===== src/rtl/fsap_pkg.sv =====
package fsap_pkg;
  localparam int unsigned NUM_SLOTS  = 2;
  localparam int unsigned SYNC_DEPTH = 2;
  typedef enum logic {SLOT_FIRST = 1'b0, SLOT_LAST = 1'b1} slot_e;
endpackage


===== src/rtl/fsap_sync.sv =====
module fsap_sync #(
  parameter int unsigned W      = 1,
  parameter int unsigned STAGES = 2
) (
  input  logic         clk_i,
  input  logic         rst_ni,
  input  logic [W-1:0] d_i,
  output logic [W-1:0] q_o
);
  logic [W-1:0] st_q [STAGES];

  always_ff @(posedge clk_i or negedge rst_ni) begin
    if (!rst_ni) begin
      for (int i = 0; i < STAGES; i++) st_q[i] <= '0;
    end else begin
      st_q[0] <= d_i;
      for (int i = 1; i < STAGES; i++) st_q[i] <= st_q[i-1];
    end
  end

  assign q_o = st_q[STAGES-1];
endmodule


===== src/rtl/fsap_frame.sv =====
module fsap_frame #(
  parameter int unsigned FRAME_BITS = 32,
  localparam int unsigned CW = $clog2(FRAME_BITS)
) (
  input  logic          clk_i,
  input  logic          rst_ni,
  input  logic          sclk_i,
  input  logic          fsync_i,
  output logic          armed_o,
  output logic          tx_bit_o,
  output logic [CW-1:0] tx_pos_o,
  output logic          rx_bit_o,
  output logic [CW-1:0] rx_pos_o
);
  localparam logic [CW-1:0] LAST_POS = CW'(FRAME_BITS - 1);

  logic          sclk_d, armed_q;
  logic [CW-1:0] tx_cnt_q, rx_cnt_q;
  logic          rise, fall;

  assign rise = sclk_i & ~sclk_d;
  assign fall = ~sclk_i & sclk_d;

  always_ff @(posedge clk_i or negedge rst_ni) begin
    if (!rst_ni) begin
      sclk_d   <= 1'b0;
      armed_q  <= 1'b0;
      tx_cnt_q <= '0;
      rx_cnt_q <= '0;
    end else begin
      sclk_d <= sclk_i;
      if (rise && armed_q)
        tx_cnt_q <= (tx_cnt_q == LAST_POS) ? '0 : tx_cnt_q + 1'b1;
      if (fall) begin
        if (armed_q)
          rx_cnt_q <= (rx_cnt_q == LAST_POS) ? '0 : rx_cnt_q + 1'b1;
        // sync sampled on the falling edge: next rising edge is bit 0
        if (fsync_i) begin
          armed_q  <= 1'b1;
          tx_cnt_q <= '0;
          rx_cnt_q <= '0;
        end
      end
    end
  end

  assign armed_o  = armed_q;
  assign tx_bit_o = rise & armed_q;
  assign tx_pos_o = tx_cnt_q;
  assign rx_bit_o = fall & armed_q;
  assign rx_pos_o = rx_cnt_q;
endmodule


===== src/rtl/fsap_tx.sv =====
module fsap_tx
  import fsap_pkg::*;
#(
  parameter int unsigned DW = 16,
  localparam int unsigned CW = $clog2(2 * DW),
  localparam int unsigned SW = $clog2(DW)
) (
  input  logic          clk_i,
  input  logic          rst_ni,
  input  logic          bit_i,
  input  logic [CW-1:0] pos_i,
  input  logic          we_i,
  input  logic [DW-1:0] wdata_i,
  input  logic          clr_i,
  output logic          sdout_o,
  output logic          req_o,
  output logic          req_slot_o,
  output logic          last_o,
  output logic          underrun_o,
  output logic          widx_o
);
  logic [NUM_SLOTS-1:0][DW-1:0] mem_q;
  logic [NUM_SLOTS-1:0]         full_q;
  logic [DW-1:0]                shift_q;
  logic                         widx_q;
  logic                         start;
  slot_e                        slot;
  logic [DW-1:0]                word;

  assign start = bit_i && (pos_i[SW-1:0] == '0);
  assign slot  = slot_e'(pos_i[CW-1]);
  assign word  = full_q[slot] ? mem_q[slot] : '0;

  always_ff @(posedge clk_i or negedge rst_ni) begin
    if (!rst_ni) begin
      mem_q      <= '0;
      full_q     <= '0;
      shift_q    <= '0;
      widx_q     <= 1'b0;
      sdout_o    <= 1'b0;
      req_o      <= 1'b0;
      req_slot_o <= 1'b0;
      last_o     <= 1'b0;
      underrun_o <= 1'b0;
    end else begin
      req_o  <= 1'b0;
      last_o <= 1'b0;
      if (clr_i) underrun_o <= 1'b0;
      if (bit_i) begin
        if (start) begin
          sdout_o      <= word[DW-1];
          shift_q      <= word << 1;
          full_q[slot] <= 1'b0;
          req_o        <= 1'b1;
          req_slot_o   <= slot;
          last_o       <= (slot == SLOT_LAST);
          if (!full_q[slot]) underrun_o <= 1'b1;
        end else begin
          sdout_o <= shift_q[DW-1];
          shift_q <= shift_q << 1;
        end
      end
      if (we_i) begin
        mem_q[widx_q]  <= wdata_i;
        full_q[widx_q] <= 1'b1;
        widx_q         <= ~widx_q;
      end
      // realign host index at the last slot
      if (start && slot == SLOT_LAST) widx_q <= 1'b0;
    end
  end

  assign widx_o = widx_q;
endmodule


===== src/rtl/fsap_rx.sv =====
module fsap_rx
  import fsap_pkg::*;
#(
  parameter int unsigned DW = 16,
  localparam int unsigned CW = $clog2(2 * DW),
  localparam int unsigned SW = $clog2(DW)
) (
  input  logic                         clk_i,
  input  logic                         rst_ni,
  input  logic                         bit_i,
  input  logic [CW-1:0]                pos_i,
  input  logic                         sdin_i,
  input  logic [NUM_SLOTS-1:0]         ack_i,
  input  logic                         clr_i,
  output logic [NUM_SLOTS-1:0][DW-1:0] data_o,
  output logic [NUM_SLOTS-1:0]         full_o,
  output logic                         rdy_o,
  output logic                         rdy_slot_o,
  output logic                         overrun_o,
  output logic                         widx_o
);
  logic [NUM_SLOTS-1:0][DW-1:0] mem_q;
  logic [NUM_SLOTS-1:0]         full_q;
  logic [DW-2:0]                shift_q;
  logic                         widx_q;
  logic                         done;
  slot_e                        slot;
  logic [DW-1:0]                word;

  assign word = {shift_q, sdin_i};
  assign done = bit_i && (pos_i[SW-1:0] == '1);
  assign slot = slot_e'(pos_i[CW-1]);

  always_ff @(posedge clk_i or negedge rst_ni) begin
    if (!rst_ni) begin
      mem_q      <= '0;
      full_q     <= '0;
      shift_q    <= '0;
      widx_q     <= 1'b0;
      rdy_o      <= 1'b0;
      rdy_slot_o <= 1'b0;
      overrun_o  <= 1'b0;
    end else begin
      rdy_o  <= 1'b0;
      full_q <= full_q & ~ack_i;
      if (clr_i) overrun_o <= 1'b0;
      if (bit_i) shift_q <= word[DW-2:0];
      if (done) begin
        mem_q[widx_q]  <= word;
        full_q[widx_q] <= 1'b1;
        if (full_q[widx_q] && !ack_i[widx_q]) overrun_o <= 1'b1;
        rdy_o      <= 1'b1;
        rdy_slot_o <= slot;
        widx_q     <= (slot == SLOT_LAST) ? 1'b0 : ~widx_q;
      end
    end
  end

  assign data_o = mem_q;
  assign full_o = full_q;
  assign widx_o = widx_q;
endmodule


===== src/rtl/fsap_top.sv =====
module fsap_top
  import fsap_pkg::*;
#(
  parameter int unsigned DW = 16,
  localparam int unsigned FRAME_BITS = NUM_SLOTS * DW,
  localparam int unsigned CW = $clog2(FRAME_BITS)
) (
  input  logic                         clk_i,
  input  logic                         rst_ni,
  input  logic                         sclk_i,
  input  logic                         fsync_i,
  input  logic                         sdin_i,
  output logic                         sdout_o,
  input  logic [DW-1:0]                tx_data_i,
  input  logic                         tx_we_i,
  output logic                         tx_req_o,
  output logic                         tx_req_slot_o,
  output logic                         last_slot_o,
  output logic [NUM_SLOTS-1:0][DW-1:0] rx_data_o,
  output logic [NUM_SLOTS-1:0]         rx_full_o,
  input  logic [NUM_SLOTS-1:0]         rx_ack_i,
  output logic                         rx_rdy_o,
  output logic                         rx_rdy_slot_o,
  output logic                         underrun_o,
  input  logic                         underrun_clr_i,
  output logic                         overrun_o,
  input  logic                         overrun_clr_i
);
  logic [2:0]    pins_s;
  logic          armed, tx_bit, rx_bit, sdout_raw, tx_widx, rx_widx;
  logic [CW-1:0] tx_pos, rx_pos;

  fsap_sync #(.W(3), .STAGES(SYNC_DEPTH)) u_sync (
    .clk_i (clk_i),
    .rst_ni(rst_ni),
    .d_i   ({sclk_i, fsync_i, sdin_i}),
    .q_o   (pins_s)
  );

  fsap_frame #(.FRAME_BITS(FRAME_BITS)) u_frame (
    .clk_i   (clk_i),
    .rst_ni  (rst_ni),
    .sclk_i  (pins_s[2]),
    .fsync_i (pins_s[1]),
    .armed_o (armed),
    .tx_bit_o(tx_bit),
    .tx_pos_o(tx_pos),
    .rx_bit_o(rx_bit),
    .rx_pos_o(rx_pos)
  );

  fsap_tx #(.DW(DW)) u_tx (
    .clk_i     (clk_i),
    .rst_ni    (rst_ni),
    .bit_i     (tx_bit),
    .pos_i     (tx_pos),
    .we_i      (tx_we_i),
    .wdata_i   (tx_data_i),
    .clr_i     (underrun_clr_i),
    .sdout_o   (sdout_raw),
    .req_o     (tx_req_o),
    .req_slot_o(tx_req_slot_o),
    .last_o    (last_slot_o),
    .underrun_o(underrun_o),
    .widx_o    (tx_widx)
  );

  fsap_rx #(.DW(DW)) u_rx (
    .clk_i     (clk_i),
    .rst_ni    (rst_ni),
    .bit_i     (rx_bit),
    .pos_i     (rx_pos),
    .sdin_i    (pins_s[0]),
    .ack_i     (rx_ack_i),
    .clr_i     (overrun_clr_i),
    .data_o    (rx_data_o),
    .full_o    (rx_full_o),
    .rdy_o     (rx_rdy_o),
    .rdy_slot_o(rx_rdy_slot_o),
    .overrun_o (overrun_o),
    .widx_o    (rx_widx)
  );

  assign sdout_o = sdout_raw & armed;
endmodule


===== config.mk =====
export PLATFORM = sky130hd
export DESIGN_NAME = fsap_top
export DESIGN_NICKNAME = d
export VERILOG_FILES = /design/src/rtl/fsap_pkg.sv /design/src/rtl/fsap_sync.sv /design/src/rtl/fsap_frame.sv /design/src/rtl/fsap_tx.sv /design/src/rtl/fsap_rx.sv /design/src/rtl/fsap_top.sv
export SDC_FILE = /design/constraint.sdc
export NUM_CORES = 1
export LEC_CHECK = 0
export CORE_UTILIZATION = 55
export CTS_CLUSTER_SIZE = 10
export DETAILED_ROUTE_END_ITERATION = 6
export PLACE_DENSITY = 0.76
export RECOVER_POWER = 25
export SETUP_SLACK_MARGIN = 0.3
export SLEW_MARGIN = 10
export SYNTH_ARGS = -nofsm -noshare
export SYNTH_HDL_FRONTEND = slang
export SYNTH_SLANG_ARGS = --single-unit

===== constraint.sdc =====
create_clock -name clk_i -period 2.3 [get_ports clk_i]
set_input_delay 0.23 -clock clk_i [delete_from_list [all_inputs] [get_ports clk_i]]
set_output_delay 0.23 -clock clk_i [all_outputs]
set_load 0.005 [all_outputs]

==> results of run 1 <==
==> layout make-up <==
type,count,area (um2)
flip-flops and latches,126,3154
fillers,597,2514
multi-input cells,264,1959
repair buffers,82,780.7
clock buffers,17,414.1
clock inverters,15,207.7
well taps,129,161.4
inverters,13,48.80
==> worst reg2reg max path: stages, from the launching register on <==
cell      delay [ns]
dfrtp_1         0.40
ha_1            0.24
nand3_2         0.14
inv_1           0.11
ha_1            0.25
nor4bb_2        0.34
a32o_1          0.21
a31o_2          0.09
==> worst min-delay path by stage <==
stage / slack [ns] / startpoint / cells after the start / to
2_1_floorplan: -0.07 / rst_ni / 0 / u_frame.armed_o$_DFFE_PN0P_
3_3_place_gp: 0.26 / rst_ni / 1 / u_rx.full_o[0]$_DFF_PN0_
3_5_place_dp: 0.28 / rst_ni / 1 / u_rx.full_o[0]$_DFF_PN0_
4_1_cts: 0.14 / sclk_i / 1 / u_sync.st_q[5]$_DFF_PN0_
5_1_grt: 0.27 / sclk_i / 1 / u_sync.st_q[5]$_DFF_PN0_
6_report: 0.27 / sclk_i / 1 / u_sync.st_q[5]$_DFF_PN0_
==> cell families (layout without fill, tap and decap cells) <==
group / Yosys count / in the layout
simple gates: 114 / 114
mux: 85 / 85
xor+xnor: 1 / 1
buf+inv: 34 / 127
compound gates: 59 / 59
flops: 126 / 126
fa+ha+maj: 5 / 5
==> flip-flops by register name, summed over array words and instances, names as in the netlist, 2 cells and up <==
signal and cells:
u_sync.st_q 3, u_rx.shift_q 15, u_frame.tx_pos_o 5, u_tx.mem_q 32
u_sync.q_o 3, u_tx.full_q 2, u_tx.shift_q 15, u_frame.rx_pos_o 5
u_rx.full_o 2, u_rx.data_o 32
==> power by group through the flow <==
stage	registers, W	clock network, W	logic, W
4_1_cts	0.00311	0.00284	0.00141
3_5_place_dp	0.00314	0	0.00137
6_report	0.00312	0.00281	0.00138
3_3_place_gp	0.00310	0	0.00132
5_1_grt	0.00319	0.00295	0.00153
2_1_floorplan	0.00304	0	0.00101
==> what timing repair did <==
| item | CTS | global route |
|---|---|---|
| hold buffers | 1 | 0 |
| buffers inserted | 0 | 0 |
| gates resized for setup | 0 | 3 |
| endpoints found under the setup margin | 0 | 3 |
| endpoints found under the hold margin | 42 | 0 |
==> metal layers <==
layer | GRT usage, % | part of all wire [%] | wire length [um]
met1 | 29.40 | 43 | 4573
met2 | 41.11 | 52 | 5571
met3 | 5.014 | 3.4 | 361
met4 | 9.955 | 1.8 | 192
met5 | 0 | 0 | 0
==> per-stage QoR <==
stage          area, um2  utilization (%)  instances  power [W]
3_3_place_gp        6097            65.99        613   0.004420
2_1_floorplan       5259                -        424   0.004052
5_1_grt             6726            72.80        646   0.007666
4_1_cts             6729            72.82        646   0.007355
3_5_place_dp        6097            65.99        613   0.004504
6_report            6726            72.80        646   0.007304
==> placed cells by master (no fill, tap or decap), types with 2 or more instances in the layout <==
master	Yosys	layout
clkbuf_16	0	16
or3_1	2	2
clkinvlp_4	0	4
nor2_1	22	22
nand2b_1	2	2
nor2b_1	4	4
nand3b_1	2	2
nand2_1	52	52
dlygate4sd3_1	0	4
o32ai_1	2	2
and3b_1	2	2
o22ai_1	2	2
dfrtp_1	126	125
o21ai_0	9	9
a31oi_1	2	2
a21oi_1	35	35
buf_4	1	13
mux2i_1	2	2
inv_1	13	13
a32o_1	2	2
bufinv_16	0	4
mux2_2	74	74
mux2_4	9	9
clkdlybuf4s50_1	0	63
nand3_1	18	17
ha_1	5	5
a21o_1	2	2
and3_1	3	3
inv_6	0	5
==> results.json, run 1 <==
{
  "h-tree-depth": 4,
  "outcome": "finished, final reports clean",
  "yosys-top-cells-area": "dfrtp_1 (60%), mux2_2 (16%), nand2_1 (3.7%)",
  "synthMuxAreaShare_pct": 18.80,
  "final_antenna_net_count": 0,
  "cap_violations": 0,
  "gr-usage-all-layers_pct": 23.88,
  "setup_viol": 0,
  "grt_max_degree": 46,
  "cp_slowest_stage_delay_ns": 0.50,
  "first_pass_iters": 4,
  "clk_latency_ns": 0.52,
  "timing.fmax_mhz": 533.5,
  "drive_above_1_share_pct": 26.50,
  "hpwl_um": 6624,
  "crit_end": "sdout_o",
  "reg2reg_from": "u_frame.rx_pos_o[0]$_DFFE_PN0P_",
  "nets": 535,
  "drc": 0,
  "cts_buffers": 17,
  "grt_antenna_before_repair": 0,
  "synth.avg_cell_area_um2": 12.40,
  "synth-adder-area-share_pct": 1.190,
  "hold_slack_ns": 0.2682,
  "arrival_ns": 1.64,
  "clockPowerShare_pct": 38.4,
  "irDropWorstVdd_uv": 664.1,
  "io_pins": 68,
  "p_int_w": 0.005284,
  "swShare_pct": 27.66,
  "initialDrtViolationCount": 121,
  "synth_simple_gate_area_share_pct": 10.42,
  "cp_cell_sequence": "and2_1 -> clkdlybuf4s50_1",
  "antenna-diode-count": 0,
  "core_area_mm2": 0.009240,
  "cp.depth": 2,
  "fin_crit_ns": 1.874,
  "ff2ff_setup_slack_ns": 0.46,
  "startpoint_type": "flip-flop",
  "area_growth_pct": 27.91,
  "synth_largest_area_cell": "dfrtp_1",
  "place.gp.congestion": 0.7918,
  "rsz0062_at_grt": "false",
  "switching_power_w": 0.002020,
  "die_w_um": 99.78,
  "hp-class": "in2reg",
  "r2r-end": "u_frame.rx_pos_o[3]$_DFFE_PN0P_",
  "end_kind": "output port",
  "grt_pass1_wl_um": 18010,
  "initial_core_util_pct": 56.91,
  "setup_ws_ns": 0.4257,
  "worstSetupPathType": "reg2out",
  "ys_warn_count": 0,
  "vias": 3505,
  "synth-edff-count": 0,
  "critPathSlowestCell": "clkdlybuf4s50_1",
  "gr-total-overflow": 0,
  "routed_wl_um": 10700,
  "comb_power_share_pct": 18.9,
  "die_h_um": 99.78,
  "rr_worst_depth": 7,
  "dp_slack_ns": 0.3266,
  "seq_area_frac_synth_pct": 59.96,
  "required_ns": 2.07,
  "wl_per_cell_um": 16.56,
  "slew_violations": 0,
  "setup_tns_ns": 0,
  "synth.top_cell.area_share_pct": 59.96,
  "async_flop_share_pct": 100.0,
  "netlist_area_mm2": 0.005259,
  "netlist_instances": 424,
  "leakage_nw": 3.087,
  "synth_compound_area_share_pct": 6.472,
  "syn-num-nets": 455,
  "critPathMaxFanout": 14,
  "numClockSinks": 126,
  "final-hold-violation-count": 0,
  "finalCritPeriodShare_pct": 81.49,
  "synth_top_family_by_area": "multiplexers",
  "crit_family": "buffers and inverters",
  "port_buffers": 67,
  "ys_ff_latch": 126,
  "synth_cell_types": 40,
  "avgViaCountPerCell": 5.426,
  "cts.path.max_buffers": 2,
  "synth_xor_area_share_pct": 0.1665,
  "relSlewSlack_pct": 24.31,
  "clockRootBuffer": "clkbuf_8",
  "powerDensity_mw_per_mm2": 1086,
  "tightest_slew_ns": 1.135,
  "synthMostInstantiatedCell": "dfrtp_1",
  "startpoint": "u_frame.armed_o$_DFFE_PN0P_",
  "finClkSkew_ns": 0.01036,
  "clk_pin_slew_ns": 0.06,
  "cts_tree": "built",
  "num_rows": 35,
  "synth-main-ff-cell": "dfrtp_1",
  "die-area_mm2": 0.009956,
  "first_global_vias": 3682,
  "sequentialPowerShare_pct": 42.7,
  "synthTopCellsByCount": "dfrtp_1 (126), mux2_2 (74), nand2_1 (52), a21oi_1 (35), nor2_1 (22)",
  "cp_num_buf_inv": 1
}
(Power assumes the default switching activity.)
==> run 2: changes to the inputs <==
==> constraint.sdc (replaced) <==
create_clock -name clk_i -period 1.81 [get_ports clk_i]
set_input_delay 0.181 -clock clk_i [delete_from_list [all_inputs] [get_ports clk_i]]
set_output_delay 0.181 -clock clk_i [all_outputs]
set_load 0.005 [all_outputs]
==> run 2 against run 1 <==
- first-iteration DRC count grew 32%
- power grew 30%
- sequential power up 29%
- largest cell class unchanged
- largest power group unchanged
==> results.json, run 2 (synthesized netlist as in run 1, its figures left out) <==
{
  "clockRootBuffer": "clkbuf_8",
  "r2r-end": "u_rx.data_o[0]$_DFFE_PN0P_",
  "required_ns": 2.21,
  "swShare_pct": 29.96,
  "critPathSlowestCell": "dfrtp_1",
  "leakage_nw": 3.551,
  "io_pins": 68,
  "grt_pass1_wl_um": 19890,
  "clk_latency_ns": 0.52,
  "relSlewSlack_pct": 37.84,
  "hp-class": "in2reg",
  "cp_num_buf_inv": 2,
  "fin_crit_ns": 1.668,
  "cp_cell_sequence": "nand3b_1 -> nor3_4 -> buf_6 -> clkbuf_16 -> mux2_2",
  "first_pass_iters": 5,
  "area_growth_pct": 40.80,
  "worstSetupPathType": "reg2reg",
  "final_antenna_net_count": 0,
  "gr-usage-all-layers_pct": 26.36,
  "slew_violations": 0,
  "mostFrequentLayoutCells": "dfrtp_1 (125), mux2_2 (62), nand2_1 (52), dlygate4sd2_1 (41), buf_4 (39)",
  "multi_input_area_mm2": 0.002262,
  "first_global_vias": 3952,
  "crit_end": "u_rx.data_o[0]$_DFFE_PN0P_",
  "regArea_mm2": 0.003154,
  "cp.depth": 5,
  "cp_slowest_stage_delay_ns": 0.42,
  "avgViaCountPerCell": 5.592,
  "setup_ws_ns": 0.1423,
  "clockPowerShare_pct": 34.7,
  "arrival_ns": 2.07,
  "wl_per_cell_um": 18.36,
  "final_cell_area_mm2": 0.007405,
  "startpoint": "u_sync.q_o[2]$_DFF_PN0_",
  "die_w_um": 99.78,
  "final-hold-violation-count": 0,
  "num_rows": 35,
  "startpoint_type": "flip-flop",
  "finalCritPeriodShare_pct": 92.14,
  "die-area_mm2": 0.009956,
  "place.gp.congestion": 0.7402,
  "routed_wl_um": 12690,
  "finalNonFillerCells": 691,
  "cts_tree": "built",
  "critPathMaxFanout": 4,
  "outcome": "finished, final reports clean",
  "drive_above_1_share_pct": 39.32,
  "dp_slack_ns": 0.09803,
  "fill_cells": 500,
  "ff2ff_setup_slack_ns": 0.14,
  "setup_viol": 0,
  "vias": 3864,
  "grt_max_degree": 37,
  "powerDensity_mw_per_mm2": 1283,
  "initial_core_util_pct": 56.91,
  "crit_family": "simple AND/OR/NAND/NOR gates",
  "initialDrtViolationCount": 160,
  "rsz0062_at_grt": "true",
  "timing.fmax_mhz": 599.6,
  "cts_buffers": 17,
  "core_area_mm2": 0.009240,
  "final_common_cell": "dfrtp_1",
  "gr-total-overflow": 0,
  "dp.cells": 619,
  "drc": 0,
  "switching_power_w": 0.002846,
  "sequentialPowerShare_pct": 42.5,
  "cap_violations": 0,
  "grt_antenna_before_repair": 0,
  "hpwl_um": 6910,
  "tightest_slew_ns": 0.9323,
  "clk_pin_slew_ns": 0.06,
  "rr_worst_depth": 5,
  "hold_slack_ns": 0.2214,
  "irDropWorstVdd_uv": 859.3,
  "cts.path.max_buffers": 2,
  "antenna-diode-count": 0,
  "p_int_w": 0.006653,
  "end_kind": "flip-flop",
  "reg2reg_from": "u_sync.q_o[2]$_DFF_PN0_",
  "numClockSinks": 126,
  "port_buffers": 67,
  "die_h_um": 99.78,
  "nets": 580,
  "finClkSkew_ns": 0.01137,
  "setup_tns_ns": 0,
  "place_area_mm2": 0.006259,
  "h-tree-depth": 4,
  "comb_power_share_pct": 22.7
}
==> run 2: cell types whose count changed in the layout (fill, tap and decap cells not counted), sizes merged <==
cell	previous run	this run
clkdlybuf4s50	63	21
clkbuf	19	23
clkinv	2	4
buf	13	55
bufinv	4	2
dlygate4sd2	0	41
==> run 2: how the worst min path moves through the flow <==
stage | from | endpoint | slack [ns] | cells past startpoint
CTS | sclk_i | u_sync.st_q[5]$_DFF_PN0_ | 0.1 | 1
global route | fsync_i | u_sync.st_q[4]$_DFF_PN0_ | 0.21 | 1
floorplan | rst_ni | u_frame.armed_o$_DFFE_PN0P_ | -0.11 | 0
global placement | rst_ni | u_rx.rdy_slot_o$_DFFE_PN0P_ | 0.18 | 1
detailed placement | rst_ni | u_rx.overrun_o$_DFF_PN0_ | 0.19 | 1
finish | sclk_i | u_sync.st_q[5]$_DFF_PN0_ | 0.22 | 1
==> run 2: cell type report <==
class | count | area share (%)
Clock buffer | 17 | 5.593
Multi-Input combinational cell | 264 | 30.55
Inverter | 13 | 0.6928
Timing Repair Buffer | 127 | 16.20
Tap cell | 129 | 2.180
Clock inverter | 15 | 2.180
Sequential cell | 126 | 42.60
==> run 2: worst reg2reg max path, cell delays in order, from the launching register on <==
cell and delay (ns):
dfrtp_1 0.42, nand3b_1 0.29, nor3_4 0.22, buf_6 0.15, clkbuf_16 0.15, mux2_2 0.33
==> run 2: timing repair <==
action / CTS / global route
setup buffers: 31 / 5
hold buffers: 1 / 0
pin swaps: 6 / 19
cloned: 2 / 1
hold endpoints to repair: 32 / 0
endpoints found under the setup margin: 101 / 51
resized for setup: 68 / 43
==> run 2: per-stage QoR <==
step	util [%]	power, W
3_3_place_gp	67.73	0.005754
3_5_place_dp	67.73	0.005868
2_1_floorplan	-	0.005272
4_1_cts	77.79	0.009316
6_report	80.14	0.009499
5_1_grt	80.14	0.009933
==> run 2: power by group through the flow <==
stage | logic, W | clock network [W] | registers [W]
6_report | 0.00216 | 0.00330 | 0.00404
5_1_grt | 0.00235 | 0.00346 | 0.00412
4_1_cts | 0.00201 | 0.00332 | 0.00399
3_5_place_dp | 0.00184 | 0 | 0.00403
3_3_place_gp | 0.00177 | 0 | 0.00398
2_1_floorplan | 0.00138 | 0 | 0.00389
==> run 2: layer usage <==
| layer | vias up | share of wire, % | GRT usage, % |
|---|---|---|---|
| met2 | 131 | 52 | 45.73 |
| met5 | - | 0 | 0 |
| met4 | 0 | 2.4 | 9.502 |
| met1 | 1973 | 41 | 32.79 |
| li1 | 1734 | - | - |
| met3 | 26 | 4.5 | 5.501 |
